<file path="src/rtl/ilg_pkg.sv">
package ilg_pkg;

    // Word selector taken from byte offset bits [3:2]
    typedef enum logic [1:0] {
        SEL_STATUS = 2'd0,
        SEL_MASK   = 2'd1,
        SEL_IDENT  = 2'd2,
        SEL_ENABLE = 2'd3
    } ilg_sel_e;

    localparam int unsigned ILG_ADDR_W = 4;

endpackage

</file>
<file path="src/rtl/ilg_decode.sv">
module ilg_decode
    import ilg_pkg::*;
#(
    parameter int unsigned AW = ILG_ADDR_W
) (
    input  logic [AW-1:0] addr_i,
    input  logic          wr_en_i,
    output logic          hit_o,
    output ilg_sel_e      sel_o,
    output logic          wr_mask_o,
    output logic          wr_ident_o,
    output logic          wr_enable_o
);

    logic aligned;

    always_comb begin
        aligned     = (addr_i[1:0] == 2'b00);
        sel_o       = ilg_sel_e'(addr_i[3:2]);
        hit_o       = aligned;
        wr_mask_o   = wr_en_i && aligned && (sel_o == SEL_MASK);
        wr_ident_o  = wr_en_i && aligned && (sel_o == SEL_IDENT);
        wr_enable_o = wr_en_i && aligned && (sel_o == SEL_ENABLE);
    end

endmodule

</file>
<file path="src/rtl/ilg_latch.sv">
module ilg_latch #(
    parameter int unsigned W = 32
) (
    input  logic [W-1:0] ident_q_i,
    input  logic [W-1:0] evt_i,
    input  logic [W-1:0] mask_q_i,
    input  logic [W-1:0] clr_i,
    output logic [W-1:0] ident_d_o
);

    // Per bit: capture wins over a same-cycle software clear
    for (genvar b = 0; b < W; b++) begin : g_bit
        logic cap;
        always_comb begin
            cap          = evt_i[b] & ~mask_q_i[b];
            ident_d_o[b] = cap | (ident_q_i[b] & ~clr_i[b]);
        end
    end

endmodule

</file>
<file path="src/rtl/ilg_summary.sv">
module ilg_summary #(
    parameter int unsigned W          = 32,
    parameter logic [W-1:0] GROUP_MASK = '1
) (
    input  logic [W-1:0] ident_q_i,
    input  logic [W-1:0] enable_q_i,
    output logic [W-1:0] upstream_o,
    output logic         req_o
);

    always_comb begin
        upstream_o = ident_q_i & enable_q_i;
        req_o      = |(upstream_o & GROUP_MASK);
    end

endmodule

</file>
<file path="src/rtl/irq_latch_group.sv">
module irq_latch_group
    import ilg_pkg::*;
#(
    parameter int unsigned  W          = 32,
    parameter int unsigned  AW         = ILG_ADDR_W,
    parameter logic [W-1:0] GROUP_MASK = '1
) (
    input  logic          clk_i,
    input  logic          rst_ni,
    input  logic [W-1:0]  evt_i,
    input  logic [AW-1:0] addr_i,
    input  logic          wr_en_i,
    input  logic [W-1:0]  wr_data_i,
    output logic [W-1:0]  rd_data_o,
    output logic          irq_o
);

    typedef struct packed {
        logic [W-1:0] status;
        logic [W-1:0] mask;
        logic [W-1:0] ident;
        logic [W-1:0] enable;
        logic         req;
    } state_t;

    state_t st_d, st_q;

    logic         hit;
    ilg_sel_e     sel;
    logic         wr_mask, wr_ident, wr_enable;
    logic [W-1:0] clr_vec;
    logic [W-1:0] ident_next;
    logic [W-1:0] upstream;
    logic         req_now;

    ilg_decode #(.AW(AW)) u_dec (
        .addr_i      (addr_i),
        .wr_en_i     (wr_en_i),
        .hit_o       (hit),
        .sel_o       (sel),
        .wr_mask_o   (wr_mask),
        .wr_ident_o  (wr_ident),
        .wr_enable_o (wr_enable)
    );

    assign clr_vec = wr_ident ? wr_data_i : '0;

    ilg_latch #(.W(W)) u_latch (
        .ident_q_i (st_q.ident),
        .evt_i     (evt_i),
        .mask_q_i  (st_q.mask),
        .clr_i     (clr_vec),
        .ident_d_o (ident_next)
    );

    ilg_summary #(.W(W), .GROUP_MASK(GROUP_MASK)) u_sum (
        .ident_q_i  (st_q.ident),
        .enable_q_i (st_q.enable),
        .upstream_o (upstream),
        .req_o      (req_now)
    );

    always_comb begin
        st_d        = st_q;
        st_d.status = evt_i;
        st_d.ident  = ident_next;
        st_d.req    = req_now;
        if (wr_mask) begin
            st_d.mask = wr_data_i;
        end
        if (wr_enable) begin
            st_d.enable = wr_data_i;
        end
    end

    always_ff @(posedge clk_i or negedge rst_ni) begin
        if (!rst_ni) begin
            st_q.status <= '0;
            st_q.mask   <= '1;
            st_q.ident  <= '0;
            st_q.enable <= '0;
            st_q.req    <= 1'b0;
        end else begin
            st_q <= st_d;
        end
    end

    always_comb begin
        rd_data_o = '0;
        if (hit) begin
            unique case (sel)
                SEL_STATUS: rd_data_o = st_q.status;
                SEL_MASK:   rd_data_o = st_q.mask;
                SEL_IDENT:  rd_data_o = st_q.ident;
                SEL_ENABLE: rd_data_o = st_q.enable;
                default:    rd_data_o = '0;
            endcase
        end
    end

    assign irq_o = st_q.req;

    // upstream is kept visible for cascading and debug probing
    logic unused_upstream;
    assign unused_upstream = ^upstream;

endmodule

</file>
<file path="config.mk">
export PLATFORM = sky130hd
export DESIGN_NAME = irq_latch_group
export DESIGN_NICKNAME = d
export VERILOG_FILES = /design/src/rtl/ilg_pkg.sv /design/src/rtl/ilg_decode.sv /design/src/rtl/ilg_latch.sv /design/src/rtl/ilg_summary.sv /design/src/rtl/irq_latch_group.sv
export SDC_FILE = /design/constraint.sdc
export NUM_CORES = 1
export LEC_CHECK = 0
export ABC_AREA = 1
export BUFFER_PORTS_ARGS = -buffer_cell sky130_fd_sc_hd__buf_2
export CORE_AREA = 2 2 130 81
export CTS_CLUSTER_DIAMETER = 40
export DETAILED_ROUTE_END_ITERATION = 6
export DIE_AREA = 0 0 132 83
export HOLD_SLACK_MARGIN = 0.06
export PLACE_DENSITY = 0.89
export SKIP_LAST_GASP = 1
export SYNTH_ARGS = -nofsm -noshare
export SYNTH_HDL_FRONTEND = slang
export SYNTH_SLANG_ARGS = --single-unit
</file>
<file path="constraint.sdc">
create_clock -name clk_i -period 2.22 [get_ports clk_i]
set_input_delay 0.444 -clock clk_i [delete_from_list [all_inputs] [get_ports clk_i]]
set_output_delay 0.444 -clock clk_i [all_outputs]
set_load 0.005 [all_outputs]
</file>
# ---- Word level (Yosys, flattened, before mapping)
# Index checks and enable logic that the tools add are counted.
dict set report word_totals {
  in_bits 71
  out_inout_bits 33
  register_bits 129
  wordCells 179
}
dict set report classes {
  muxes 3
  n_reduce_logical 7
  n_eq_ne 3
  bitwise_logic 161
}
# operator count
set ops {}
lappend ops {{case mux 32 bit (4 select lines)} 1}
lappend ops {{AND 1 bit} 64}
lappend ops {{two-way mux 32 bit} 2}
lappend ops {{NOT 1 bit} 64}
lappend ops {{AND 32 bit} 1}
lappend ops {{bitwise OR 1 bit} 32}
lappend ops {{OR reduction 32 bit} 1}
lappend ops {{equality test 2 bit, second input constant} 2}
lappend ops {{logical AND 1 bit} 4}
lappend ops {{zero test 2 bit} 2}
lappend ops {{equality test 2 x 1 -> 1 bit, second input constant} 1}

# ---- Longest topological paths before layout
dict set report logic_depth {
  ltp_word 7
  depth_mapped 6
  depth_no_buf 6
}

# ---- Modules after synthesis
# Synthesis repeated with hierarchy kept, for this count alone.
dict set report hier_totals {
  cells_unflattened 822
  hier_area_um2 6596.3
}
# mod area_each_um2 n_inst cells_per_inst seq_area_each_um2
set by_module_without_submodules {}
lappend by_module_without_submodules {irq_latch_group 5581.6 1 555 3268.1}
lappend by_module_without_submodules {ilg_latch 600.6 1 160 0.0}
lappend by_module_without_submodules {ilg_summary 356.6 1 95 0.0}
lappend by_module_without_submodules {ilg_decode 57.6 1 12 0.0}

# ---- Worst setup path after synthesis
# No wires, ideal clock.
dict set report synth_timing {
  path_kind {input to output}
  start {in addr_i[1]}
  end {out rd_data_o[10]}
  n_path_buf 1
  path_stages 4
  path_slack_ps 630
  required_time_ps 1776
  arrival_ps 1146
  path_cell_list {nor2_4 > clkbuf_1 > o21ai_0 > a31oi_1}
}
dict set report synth_between {
  elab_chain_len 2
}
# element line
set synth_lines {}
lappend synth_lines {{start, declared} irq_latch_group.sv:11} ;# input logic [AW-1:0] addr_i,
lappend synth_lines {{zero test 2 bit} ilg_decode.sv:18} ;# aligned = (addr_i[1:0] == 2'b00);
lappend synth_lines {{two-way mux 32 bit} irq_latch_group.sv:90} ;# if (hit) begin
lappend synth_lines {{end, declared} irq_latch_group.sv:14} ;# output logic [W-1:0] rd_data_o,
# Every way passes these cells.

# ---- Final worst setup path
dict set report layout_timing {
  start {in addr_i[2]}
  end {out rd_data_o[14]}
}
dict set report layout_between {
  elab_chain_len 3
  elab_cells_between_ends 6
  cone_classes {eq/ne (3); mux (2); reduce/logical (1)}
}
# element line
set layout_lines {}
lappend layout_lines {{equality test 2 bit (tied with other cells)} irq_latch_group.sv:91} ;# unique case (sel)
lappend layout_lines {{case mux 32 bit (4 select lines) *} irq_latch_group.sv:91}
lappend layout_lines {{two-way mux 32 bit *} irq_latch_group.sv:90}
# Every way passes the cells marked *; elsewhere a longest branch is shown, timed or not.

==> impl_metrics.yaml <==
status:
  status: "completed"
setup_path:
  rrSetupSlack_ns: 1.11
  rr_endpoint: "irq_o"
  ff2ff_path_depth: 6
  reg2reg_from: "st_q[51]"
  required_ns: 1.78
  worstSetupPathType: "input port to primary output"
  endpoint_kind: "primary output"
  cp_max_fo: 14
  start_kind: "input port"
  arrival_ns: 1.67
floorplan:
  die_w_um: 132
  core_area_sq_um: 9700
  die_h_um: 83
  rows: 28
  start_util_pct: 59.5
  ios: 104
  fp.dieArea_sq_um: 11000
timing:
  tightestPinTransition_ns: 0.489
  maxSlewHeadroom_pct: 67.4
  rsz0062_at_grt: "false"
  whs_ns: 0.142
  setup_viol: 0
  fin_crit_sh_pct: 95.4
  setup-tns-final_ns: 0
  finClkSkew_ns: 0.0111
  maxSlewViolCount: 0
  finalHoldViolations: 0
  fin_crit_ns: 2.12
  fmax_mhz: 472
grt:
  overflow: 0
  grt_max_degree: 47
  grt_pass1_vias: 5433
  grt_use_total_pct: 30.7
  antenna_found_initial: 0
  grt_pass1_wl_um: 26600
cells_and_area:
  diodes: 0
  drive_gt1_share_pct: 25.2
  fillCellCount: 680
  nNetsFinal: 865
  syn_to_final_growth_pct: 22.6
  multi_input_area_sq_um: 2080
  seq_area_sq_um: 3270
route:
  dr.first_iter.drc_count: 462
  drc: 0
  via_count: 5344
  firstDrtPassIters: 6
  ant_nets: 0
  wl_um: 16100
  avgRoutedWirePerCell_um: 17.1
  vias_per_cell: 5.69
cts:
  cts_hold_buf: 1
  h-tree-depth: 4
  tritoncts: "done"
  path_clk_slew_ns: 0.05
  cts-resized-gates: 0
  clk_latency_ns: 0.42
  max-clock-path-buffers: 2
  cts_buffers: 17
  post-cts-setup-buffer-count: 0
  cts-root-buf: "clkbuf_16"
  cts_sinks: 129
logic_synthesis:
  synth_cell_types: 19
  syn_nets: 755
  ys_warn_count: 0
  synth-simple-area-share_pct: 17.9
  syn_area_sq_um: 5770
  synth_cells: 684
  synth_fa_ha_area_share_pct: 0
  synth.mux.area_fraction_pct: 0
  seq_area_frac_synth_pct: 56.6
  synthXorXnorAreaFrac_pct: 0
  synth_compound_area_share_pct: 18.1
  synth_area_per_cell_sq_um: 8.43
  ys_seq_elements: 129
  synth_top_family_by_area: "compound AO/OA/AOI/OAI gates"
placement:
  place.port_buffers: 103
  gp_congestion: 0.835
  dp.final_hpwl_um: 10500
min_path:
  hold_path.class: "input port to flip-flop"
  min_path_cells: 1
  min_to: "st_q[122]"
  worstHoldStart: "evt_i[25]"
pwr:
  power_leakage_nw: 3.35
  power_per_cell_area_nw_per_um2: 903
  peakVddDrop_mv: 0.643
run:
  maxCapViolCount: 0
-- per-layer routing --
layer | track usage [%] | vias to the layer above | routed length, um
met5 | 0 | - | 0
met4 | 10.6 | 0 | 287
met3 | 8.61 | 45 | 1450
met2 | 47.8 | 312 | 7630
met1 | 41.9 | 2551 | 6740
li1 | - | 2436 | -
-- kinds of logic (layout without fill, tap and decap cells) --
group	Yosys count	after routing
AO/OA/AOI/OAI	192	192
flip-flops	129	129
AND/OR/NAND/NOR	263	263
buffers and inverters	100	221
-- cell usage after synthesis, drive strengths merged --
cell type  count  area share (%)
nand2        247              16
dfstp         32              15
dfrtp         97              42
a31oi         32             3.5
nand3          3            0.69
nor2          13             1.1
o21ai        160              15
inv           67             4.4
buf           18             2.0
clkbuf        15             1.0
-- worst max path at each step --
stage	cells past startpoint	to	slack [ns]	from
final	6	rd_data_o[14]	0.10	addr_i[2]
after global routing	7	rd_data_o[29]	0.06	addr_i[2]
after CTS	6	rd_data_o[14]	0.17	addr_i[2]
after detailed placement	6	rd_data_o[14]	0.21	addr_i[2]
after global placement	7	rd_data_o[11]	0.26	addr_i[2]
after floorplan	4	rd_data_o[10]	0.63	addr_i[1]
-- layout by cell type (no fill, tap or decap) --
cell type        n
dfrtp_1         97
o21ai_0         83
clkbuf_16       17
o21ai_2         11
nor2_1          10
nand2_1        247
dlygate4sd3_1    1
a31oi_1         32
buf_4           14
buf_12           7
inv_1           64
clkinv_2         6
nor2_4           2
o21ai_1         66
buf_2          102
clkbuf_1         1
nand3_1          1
nor2_2           1
clkbuf_8         6
nand3_4          2
dfstp_2         32
inv_2            3
-- per-stage QoR --
| stage | util (%) | std cells | cell area (sq um) | setup slack, ns | total power (W) |
|---|---|---|---|---|---|
| final | 72.9 | 940 | 7070 | 0.103 | 0.00638 |
| after global routing | 72.9 | 940 | 7070 | 0.0613 | 0.00667 |
| after CTS | 72.9 | 940 | 7070 | 0.173 | 0.00639 |
| after detailed placement | 67.2 | 909 | 6520 | 0.206 | 0.00384 |
| after global placement | 67.2 | 909 | 6520 | 0.259 | 0.00377 |
| after floorplan | - | 684 | 5770 | 0.630 | 0.00345 |
-- flip-flops by register name, summed over array words and instances, names as in the netlist --
signal  flops
st_q      128
irq_o       1
-- layout make-up --
class / instances / area share (%)
sequential: 129 / 46.2
multi-input combinational: 455 / 29.4
timing repair buffer: 124 / 10.8
clock buffer: 24 / 7.24
inverter: 67 / 3.56
tap: 135 / 2.39
clock inverter: 6 / 0.425
-- report_power, final --
group	switching [W]	internal [W]	leakage [nW]
sequential	0.000222	0.00273	1.41
clock	0.000952	0.00158	0.277
combinational	0.000557	0.000350	1.67
total	0.00173	0.00465	3.35
-- worst max-delay path: stages --
cell	delay, ns
buf_2	0.13
inv_2	0.22
buf_4	0.27
o21ai_0	0.11
a31oi_1	0.32
buf_2	0.18
No activity file was read; power rests on OpenSTA's default activity.
